--- src/rtl/twd_pkg.sv ---
package twd_pkg;
    typedef enum logic [1:0] {
        S_IDLE = 2'd0,
        S_WAIT = 2'd1,
        S_SNAP = 2'd2
    } sched_state_t;
endpackage

--- src/rtl/twd_phase_gen.sv ---
module twd_phase_gen #(
    parameter int PERIOD = 81,
    parameter int LIVE_W = 20,
    parameter int PH_W   = 7
) (
    input  logic            clk,
    input  logic            rst_n,
    input  logic            sync_i,
    input  logic [PH_W-1:0] offset_i,
    output logic            live_o,
    output logic            valid_o
);
    localparam logic [PH_W:0] PER_X  = (PH_W+1)'(PERIOD);
    localparam logic [PH_W:0] LIVE_X = (PH_W+1)'(LIVE_W);
    localparam logic [PH_W-1:0] LAST = PH_W'(PERIOD - 1);

    logic [PH_W-1:0] phase;
    logic [PH_W:0]   shifted;

    always_ff @(posedge clk) begin
        if (!rst_n)              phase <= '0;
        else if (sync_i)         phase <= '0;
        else if (phase == LAST)  phase <= '0;
        else                     phase <= phase + 1'b1;
    end

    always_comb begin
        if ({1'b0, offset_i} <= {1'b0, phase})
            shifted = {1'b0, phase} - {1'b0, offset_i};
        else
            shifted = {1'b0, phase} + PER_X - {1'b0, offset_i};
    end

    assign live_o  = ({1'b0, phase} < LIVE_X);
    assign valid_o = (shifted < LIVE_X);


    sync_restart_chk: assert property (@(posedge clk) disable iff (!rst_n)
        sync_i |=> (phase == '0));

    offset_range_chk: assert property (@(posedge clk) disable iff (!rst_n)
        ({1'b0, offset_i} < PER_X));
endmodule

--- src/rtl/twd_due_queue.sv ---
module twd_due_queue #(
    parameter int DEPTH = 64,
    parameter int W     = 16,
    parameter int CW    = 7
) (
    input  logic          clk,
    input  logic          rst_n,
    input  logic          push_i,
    input  logic          pop_i,
    input  logic [W-1:0]  data_i,
    output logic [W-1:0]  head_o,
    output logic [CW-1:0] count_o,
    output logic          full_o,
    output logic          empty_o
);
    localparam int AW = (DEPTH > 1) ? $clog2(DEPTH) : 1;
    localparam logic [AW-1:0] PTR_LAST = AW'(DEPTH - 1);

    logic [W-1:0]  mem [DEPTH];
    logic [AW-1:0] rd_ptr, wr_ptr;

    always_ff @(posedge clk) begin
        if (push_i) mem[wr_ptr] <= data_i;
    end

    always_ff @(posedge clk) begin
        if (!rst_n) begin
            rd_ptr  <= '0;
            wr_ptr  <= '0;
            count_o <= '0;
        end else begin
            if (push_i) wr_ptr <= (wr_ptr == PTR_LAST) ? '0 : wr_ptr + 1'b1;
            if (pop_i)  rd_ptr <= (rd_ptr == PTR_LAST) ? '0 : rd_ptr + 1'b1;
            unique case ({push_i, pop_i})
                2'b10:   count_o <= count_o + 1'b1;
                2'b01:   count_o <= count_o - 1'b1;
                default: count_o <= count_o;
            endcase
        end
    end

    assign head_o  = mem[rd_ptr];
    assign full_o  = (count_o == CW'(DEPTH));
    assign empty_o = (count_o == '0);


    no_overflow_chk: assert property (@(posedge clk) disable iff (!rst_n)
        push_i |-> (count_o < CW'(DEPTH)));

    no_underflow_chk: assert property (@(posedge clk) disable iff (!rst_n)
        pop_i |-> !empty_o);
endmodule

--- src/rtl/twd_sat_counter.sv ---
module twd_sat_counter #(
    parameter int W = 16
) (
    input  logic         clk,
    input  logic         rst_n,
    input  logic         inc_i,
    output logic [W-1:0] count_o
);
    localparam logic [W-1:0] TOP = '1;

    always_ff @(posedge clk) begin
        if (!rst_n)                      count_o <= '0;
        else if (inc_i && count_o != TOP) count_o <= count_o + 1'b1;
    end


    sat_hold_chk: assert property (@(posedge clk) disable iff (!rst_n)
        (count_o == TOP) |=> (count_o == TOP));

    step_chk: assert property (@(posedge clk) disable iff (!rst_n)
        (inc_i && count_o != TOP) |=> (count_o == $past(count_o) + 1'b1));
endmodule

--- src/rtl/trig_window_delay.sv ---
module trig_window_delay
    import twd_pkg::*;
#(
    parameter int PERIOD    = 81,
    parameter int LIVE_W    = 20,
    parameter int MAX_DEPTH = 48,
    parameter int CAB_W     = 8,
    parameter int CNT_W     = 16,
    parameter int QDEPTH    = 64,
    localparam int PH_W     = $clog2(PERIOD),
    localparam int DEPTH_W  = $clog2(MAX_DEPTH + 1)
) (
    input  logic               clk,
    input  logic               rst_n,
    input  logic               frame_sync_i,
    input  logic               tof_trig_i,
    input  logic [PH_W-1:0]    cfg_offset_i,
    input  logic [DEPTH_W-1:0] cfg_depth_i,
    input  logic [CAB_W-1:0]   cfg_cable_i,
    output logic               live_win_o,
    output logic               valid_win_o,
    output logic               l1a_o,
    output logic               misalign_o,
    output logic [CNT_W-1:0]   acc_count_o,
    output logic [CNT_W-1:0]   veto_count_o
);
    localparam int SPAN = MAX_DEPTH * PERIOD + (1 << CAB_W) + QDEPTH + PERIOD;
    localparam int TS_W = $clog2(SPAN) + 2;
    localparam int QCW  = $clog2(QDEPTH + 1);
    localparam logic [DEPTH_W-1:0] DEP_MAX = DEPTH_W'(MAX_DEPTH);

    sched_state_t state, state_nxt;

    logic [TS_W-1:0]    ts;
    logic [DEPTH_W-1:0] eff_depth;
    logic [TS_W-1:0]    delay_cyc, due_in, q_head, lag;
    logic [QCW-1:0]     q_count;
    logic               q_full, q_empty, q_push, q_pop;
    logic               veto, reached, fire, more;
    logic [1:0]         cnt_inc;
    logic [CNT_W-1:0]   cnt_val [2];

    twd_phase_gen #(.PERIOD(PERIOD), .LIVE_W(LIVE_W), .PH_W(PH_W)) u_phase (
        .clk      (clk),
        .rst_n    (rst_n),
        .sync_i   (frame_sync_i),
        .offset_i (cfg_offset_i),
        .live_o   (live_win_o),
        .valid_o  (valid_win_o)
    );

    always_ff @(posedge clk) begin
        if (!rst_n) ts <= '0;
        else        ts <= ts + 1'b1;
    end

    always_comb begin
        if (cfg_depth_i == '0)         eff_depth = DEPTH_W'(1);
        else if (cfg_depth_i > DEP_MAX) eff_depth = DEP_MAX;
        else                           eff_depth = cfg_depth_i;
    end

    assign delay_cyc = TS_W'(eff_depth) * TS_W'(PERIOD) + TS_W'(cfg_cable_i);
    assign due_in    = ts + delay_cyc;
    assign q_push    = tof_trig_i && valid_win_o && !q_full;
    assign veto      = tof_trig_i && !q_push;

    twd_due_queue #(.DEPTH(QDEPTH), .W(TS_W), .CW(QCW)) u_queue (
        .clk     (clk),
        .rst_n   (rst_n),
        .push_i  (q_push),
        .pop_i   (q_pop),
        .data_i  (due_in),
        .head_o  (q_head),
        .count_o (q_count),
        .full_o  (q_full),
        .empty_o (q_empty)
    );

    assign lag     = ts - q_head;
    assign reached = !lag[TS_W-1];
    assign more    = (q_count > QCW'(1)) || q_push;

    // state register
    always_ff @(posedge clk) begin
        if (!rst_n) state <= S_IDLE;
        else        state <= state_nxt;
    end

    // next state
    always_comb begin
        state_nxt = state;
        unique case (state)
            S_IDLE: if (!q_empty) state_nxt = S_WAIT;
            S_WAIT: begin
                if (fire)         state_nxt = more ? S_WAIT : S_IDLE;
                else if (reached) state_nxt = S_SNAP;
            end
            S_SNAP: if (fire) state_nxt = more ? S_WAIT : S_IDLE;
            default: state_nxt = S_IDLE;
        endcase
    end

    // outputs
    always_comb begin
        fire       = (state != S_IDLE) && reached && live_win_o;
        q_pop      = fire;
        l1a_o      = fire;
        misalign_o = fire && (lag != '0);
    end

    assign cnt_inc = {veto, q_push};

    for (genvar i = 0; i < 2; i++) begin : g_cnt
        twd_sat_counter #(.W(CNT_W)) u_cnt (
            .clk     (clk),
            .rst_n   (rst_n),
            .inc_i   (cnt_inc[i]),
            .count_o (cnt_val[i])
        );
    end

    assign acc_count_o  = cnt_val[0];
    assign veto_count_o = cnt_val[1];


    pop_in_order_chk: assert property (@(posedge clk) disable iff (!rst_n)
        (l1a_o && !q_push) |=> (q_count == $past(q_count) - 1'b1));

    snap_wait_chk: assert property (@(posedge clk) disable iff (!rst_n)
        (state == S_SNAP && !live_win_o) |=> (state == S_SNAP));

    one_bucket_chk: assert property (@(posedge clk) disable iff (!rst_n)
        (tof_trig_i && acc_count_o != '1 && veto_count_o != '1) |=>
        ((acc_count_o != $past(acc_count_o)) != (veto_count_o != $past(veto_count_o))));

    idle_count_chk: assert property (@(posedge clk) disable iff (!rst_n)
        !tof_trig_i |=> ($stable(acc_count_o) && $stable(veto_count_o)));
endmodule

--- config.mk ---
export PLATFORM = sky130hd
export DESIGN_NAME = trig_window_delay
export DESIGN_NICKNAME = d
export VERILOG_FILES = /design/src/rtl/twd_pkg.sv /design/src/rtl/twd_phase_gen.sv /design/src/rtl/twd_due_queue.sv /design/src/rtl/twd_sat_counter.sv /design/src/rtl/trig_window_delay.sv
export SDC_FILE = /design/constraint.sdc
export NUM_CORES = 1
export LEC_CHECK = 0
export BUFFER_PORTS_ARGS = -buffer_cell sky130_fd_sc_hd__buf_2
export CORE_MARGIN = 3
export CORE_UTILIZATION = 45
export DETAILED_ROUTE_END_ITERATION = 10
export PLACE_DENSITY = 0.7
export SETUP_SLACK_MARGIN = 0.5
export SYNTH_ARGS = -nofsm -noshare
export SYNTH_HDL_FRONTEND = slang
export SYNTH_HIERARCHICAL = 1
export SYNTH_SLANG_ARGS = --single-unit
--- constraint.sdc ---
create_clock -name clk -period 8.9 [get_ports clk]
set_input_delay 1.335 -clock clk [delete_from_list [all_inputs] [get_ports clk]]
set_output_delay 1.335 -clock clk [all_outputs]
set_load 0.01 [all_outputs]
After elaboration in Yosys (flattened, before gate mapping) --
Memory sizes are Yosys's and may differ from the RTL's. A register that Yosys moved wholly into a read port is not among the register bits. Cells that the tools add are included.
Cells by class: magnitude comparators 5, multipliers 1, shift-type cells 0, $add $sub $neg 14, bitwise operators 1, equal/unequal tests 13, reduce and logical (&&, ||, !) cells 20, multiplexer cells 16, divide/modulo/power cells 0
Operators with widths (count):
- 2-to-1 mux 6 bit | 6
- adder 16 x 1 -> 16 bit (second input constant) | 2
- != test 16 bit (second input constant) | 2
- adder 15 x 1 -> 15 bit (second input constant) | 1
- adder 15 x 14 -> 15 bit | 1
- nonzero test 15 bit | 1
- subtractor 15 bit | 1
- adder 13 x 8 -> 14 bit | 1
- adder 7 x 1 -> 7 bit (second input constant) | 2
- equality test 7 bit (second input constant) | 2
- case mux 7 bit (2 select lines) | 1
- multiplier 6 x 7 -> 13 bit (second input constant) | 1
- adder 6 x 1 -> 6 bit (second input constant) | 2
- equality test 6 bit (second input constant) | 2
- adder 7 x 7 -> 8 bit (second input constant) | 1
- logical AND 1 bit | 8
- less-than comparator 8 x 5 -> 1 bit (second input constant) | 1
- 2-to-1 mux 2 bit | 4
- 2-to-1 mux 8 bit | 1
- subtractor 7 x 7 -> 8 bit | 1
- subtractor 8 x 7 -> 8 bit | 1
- > comparator 7 x 1 -> 1 bit (second input constant) | 1
- <= comparator 7 bit | 1
- zero test 7 bit | 1
- 18 further kinds | 25
Storage, ports and cells: latch bits 0, RAM bits 960, logic and storage cells 79, input port bits 25, memory bits (read-only) 0, memories 1, output and inout bits 36, register bits 75
Memories:
- u_queue.mem | words 64, bits a word 15, rd ports 1, clocked after memory_dff 1, write ports 1, line twd_due_queue.sv:19 | logic [W-1:0] mem [DEPTH];

Longest topological paths before layout --
depth after elaboration 10, gate-level depth with buffers 26, depth with buffers taken out 21

Modules after synthesis --
Netlist, hierarchy kept.
By module, submodules not included:
- twd_due_queue | cells each 1816, instances 1, seq. area each 29328.1 sq um, area an instance 38330.5 sq um
- trig_window_delay | cells each 361, instances 1, seq. area each 340.3 sq um, area an instance 2932.8 sq um
- twd_sat_counter | cells each 97, instances 2, seq. area each 320.3 sq um, area an instance 837.1 sq um
- twd_phase_gen | cells each 140, instances 1, seq. area each 140.1 sq um, area an instance 1031.0 sq um

Worst setup path before layout --
No wires, ideal clock.
path type input port to flip-flop, start point input port cfg_depth_i[2], end point memory u_queue/mem[0][14] (netlist bit) (data pin), arrival 6.612 ns, stages 17, slack 1.753 ns, library setup time 0.535 ns, path buffers 0, required time 8.365 ns, cells stage by stage or4_1 > o21ai_0 > ha_1 > inv_1 > fa_1 > inv_1 > ha_1 > inv_1 > fa_1 > inv_1 > ha_1 > or3_1 > o21ai_0 > a21oi_1 > a211oi_1 > a21oi_1 > xor2_1
Between the ends: cells in the longest elaborated chain, start to end 6, elaborated cells between the ends (all ways) 7, classes of those cells add/sub: 2; mul: 1; order compare: 1; mux: 2; reduce/logical: 1
Ends and longest elaborated chain:
- from (decl) | line trig_window_delay.sv:18 | input logic [DEPTH_W-1:0] cfg_depth_i,
- > comparator 6 bit | line trig_window_delay.sv:59 | else if (cfg_depth_i > DEP_MAX) eff_depth = DEP_MAX;
- 2-to-1 mux 6 bit | line trig_window_delay.sv:59
- 2-to-1 mux 6 bit (*) | line trig_window_delay.sv:58 | if (cfg_depth_i == '0) eff_depth = DEPTH_W'(1);
- multiplier 6 x 7 -> 13 bit (*) | line trig_window_delay.sv:63 | assign delay_cyc = TS_W'(eff_depth) * TS_W'(PERIOD) + TS_W'(cfg_cable_i);
- adder 13 x 8 -> 14 bit (*) | line trig_window_delay.sv:63
- adder 15 x 14 -> 15 bit (*) | line trig_window_delay.sv:64 | assign due_in = ts + delay_cyc;
- net due_in[14] | line trig_window_delay.sv:36 | logic [TS_W-1:0] delay_cyc, due_in, q_head, lag;
- to (decl) | line twd_due_queue.sv:19
The timed path passes the listed nets; every way through them passes the cells marked *.

==> metrics.md <==
| Metric | Value |
|---|---|
| Fin crit share | 86.2% |
| CP Capture Type | output port |
| Core Box Area | 96900 µm² |
| Max H-tree Level | 3 |
| Post_cts resized | 0 |
| Synth Flop Type | edfxtp_1 |
| Syn Nets | 2630 |
| Final #Nets | 2758 |
| Area growth from synthesis to layout | 12.3% |
| Final Util | 51.0% |
| Routed length per instance | 25.7 µm |
| Initial Utilization | 45.4% |
| Status | complete, no violations |
| VDD IR-drop max | 0.207 mV |
| Leakage | 16.0 nW |
| Net Sw Frac | 24.4% |
| Seq/Total Area, Yosys | 69.3% |
| RSZ-0062 raised after global routing | false |
| Clk buf depth | 3 |
| Total number of vias | 23900 |
| Ys async rst share | 0% |
| Int Pwr | 8.88 mW |
| Yosys warnings | 6 |
| Worst Skew | 0.0212 ns |
| WP depth | 16 |
| Post-Synthesis Cells | 2511 |
| Number of diodes | 0 |
| Syn avg cell area | 17.5 µm² |
| CP top delay family | compound AO/OA/AOI/OAI gates |
| GRT Overall Usage | 20.2% |
| Hold-fix buffers, CTS | 0 |
| Clock sink count | 1041 |
| Via-per-instance ratio | 5.99 |
| Crit Path Category | flip-flop to output port |
| Synthesized flop and latch total | 1041 |
| Cts bufs inserted | 102 |
| Clock share of power | 36.8% |
| Cell Chain, Critical Path | buf_4 -> or3_1 -> o32ai_1 -> a211o_1 -> o21ai_0 -> a21oi_1 -> ha_1 -> fa_1 -> nor2b_4 -> o31ai_4 -> a211oi_2 -> o211ai_1 -> o311a_4 -> nor2_1 -> o21a_1 -> buf_2 |
| Fin Setup TNS | 0 ns |
| Final setup viols | 0 |
| DP HPWL | 62800 µm |
| Die width | 319 µm |
| Fmax | 0.130 GHz |
| GPL Wtd Cong | 0.879 |
| Reg2reg path depth | 22 |
| CP max stage cell | dfxtp_4 |
| Final WL | 103000 µm |
| GRT Residual Overflow | 0 |
| Hold path depth | 1 |
| Gate power share | 12.9% |
| Crit path largest cell delay | 0.91 ns |
| Layout cells sized above 1 | 22.7% |
| Die Span Y | 319 µm |
| First-pass GRT wire length | 155000 µm |
| Port Buffers | 60 |
| Row count | 114 |
| Psw | 2.87 mW |
| CTS tree | yes |
| Post-CTS setup buffers | 0 |
| Largest net degree at the start of global routing | 81 |
| Slew headroom | 14.0% |
| Initial DRC Count | 2670 |
| Final min period | 7.67 ns |
| # IOs | 61 |
| CP arrival | 6.34 ns |
| Die ar. | 101000 µm² |
| Residual DRC | 0 |
| Seq pwr share | 50.3% |
| Initial antenna violation count | 0 |
| Worst Hold Class | flip-flop to flip-flop |
| Worst-Margin Slew | 1.29 ns |
| Vias in the first global route | 24100 |
| Clk pin slew, worst setup/hold paths | 0.06 ns |
| Clock latency on the worst-skew pair | 0.66 ns |
| Worst EP required | 7.57 ns |
| Max Cap Viol | 0 |
| Root Driver | clkbuf_16 |
| PwrDens | 238 nW/µm² |
| Critical path peak fanout | 44 |
| Final Hold Vio Count | 0 |
| Slew Viols, Final | 0 |
| Crit path launch type | flip-flop |
| Drt pass-1 iters | 8 |
| Post-synth EDFFs | 960 |
| Synthesized area | 44000 µm² |
| Distinct cells, synth | 91 |
| Crit path buf inv count | 2 |
| Post-DRT Antenna Nets | 0 |
cell usage after synthesis (all sizes together), types with 7 or more instances:
cell type	number	area, µm²
a211oi	9	77.6
a21o	7	52.6
a21oi	50	250
a221oi	25	231
a22oi	30	225
and2	17	109
and3	10	62.6
buf	75	541
clkbuf	34	128
dfxtp	81	1620
edfxtp	960	28800
fa	17	340
ha	77	963
inv	99	372
mux2	42	477
mux2i	78	781
mux4	219	4930
nand2	105	394
nand2b	25	156
nand3	48	240
nand4	19	149
nor2	140	536
nor2b	21	139
nor3	29	145
nor3b	7	62.6
nor4	11	81.3
o211ai	14	105
o21a	8	60.1
o21ai	56	284
o22ai	16	100
o31ai	16	134
or3	18	123
or4	13	97.6
xnor2	34	298
xor2	21	184
power by group through the flow:
stage	registers, mW	logic [mW]	clock network (mW)
after floorplan	6.02	0.959	0
after global placement	6.01	1.46	0
after detailed placement	6.01	1.52	0
after CTS	5.91	1.53	4.40
after global routing	5.91	1.64	4.59
final	5.91	1.52	4.33
layout by cell type, fill, tap and decap left out, types with 17 or more instances in the layout:
cell       count
nor2b_1       20
clkinv_2      21
mux2_2        41
ha_1          75
nand2_1      105
clkinv_1      18
clkbuf_16    105
a21oi_1       50
nand2b_1      25
inv_1         97
nor2_2        25
edfxtp_1     960
xor2_1        20
nand4_1       17
nand3_1       48
xnor2_1       24
mux2i_1       78
a22oi_1       30
nor3_1        27
buf_2         60
nor2_1       114
dfxtp_1       77
buf_4         68
o21ai_0       51
mux4_2       219
a221oi_1      23
kinds of logic (layout without fill, tap and decap cells):
family / count (synthesis) / in the layout / share of synthesized area, %
multiplexers: 339 / 339 / 14.1
AND/OR/NAND/NOR: 488 / 488 / 5.69
XOR/XNOR: 55 / 55 / 1.10
flip-flops: 1041 / 1041 / 69.3
adder cells (fa/ha/maj): 95 / 95 / 2.99
buffers and inverters: 209 / 414 / 2.37
AO/OA/AOI/OAI: 284 / 284 / 4.52
final timing paths:
path | start | endpoint | slack (ns)
hold / removal | u_phase/phase[0]$_SDFF_PP0_ | u_phase/phase[0]$_SDFF_PP0_ | 0.50
hold reg to reg | u_phase/phase[0]$_SDFF_PP0_ | u_phase/phase[0]$_SDFF_PP0_ | 0.50
setup reg to reg | flip-flop | u_queue/count_o[4]$_SDFFE_PN0P_ | 1.62
setup / recovery | flip-flop | misalign_o | 1.23
cell type report:
type	instances	area [µm²]
multi-input combinational	1261	12600
tap	1276	1600
fill	7581	47500
inverter	100	375
timing repair buffer	133	911
clock inverter	60	682
sequential	1041	30500
clock buffer	121	2690
registers in the layout (all words and copies together) (netlist names), named ones only:
name	flops
g_cnt.u_cnt/count_o	32
u_queue/mem	960
u_phase/phase	7
u_queue/rd_ptr	6
u_queue/wr_ptr	6
ts	15
state	2
u_queue/count_o	7
stage by stage:
step / worst slack, ns / std cells / hold WS (ns) / instance area, µm² / power, mW
2_1_floorplan: 1.75 / 2511 / 0.444 / 44000 / 6.98
3_3_place_gp: 1.88 / 3810 / 0.468 / 46000 / 7.47
3_5_place_dp: 1.67 / 3810 / 0.476 / 46000 / 7.53
4_1_cts: 1.15 / 3991 / 0.490 / 49400 / 11.8
5_1_grt: 0.862 / 3992 / 0.506 / 49400 / 12.1
6_report: 1.23 / 3992 / 0.496 / 49400 / 11.7
per-layer routing:
metal / track usage, % / share of wire [%] / vias up
li1: - / - / 10300
met1: 28.1 / 40 / 12300
met2: 32.7 / 48 / 1125
met3: 3.50 / 8.2 / 190
met4: 6.42 / 3.0 / 0
met5: 0 / 0 / -
Note: power is estimated with default switching activity, not from simulation.
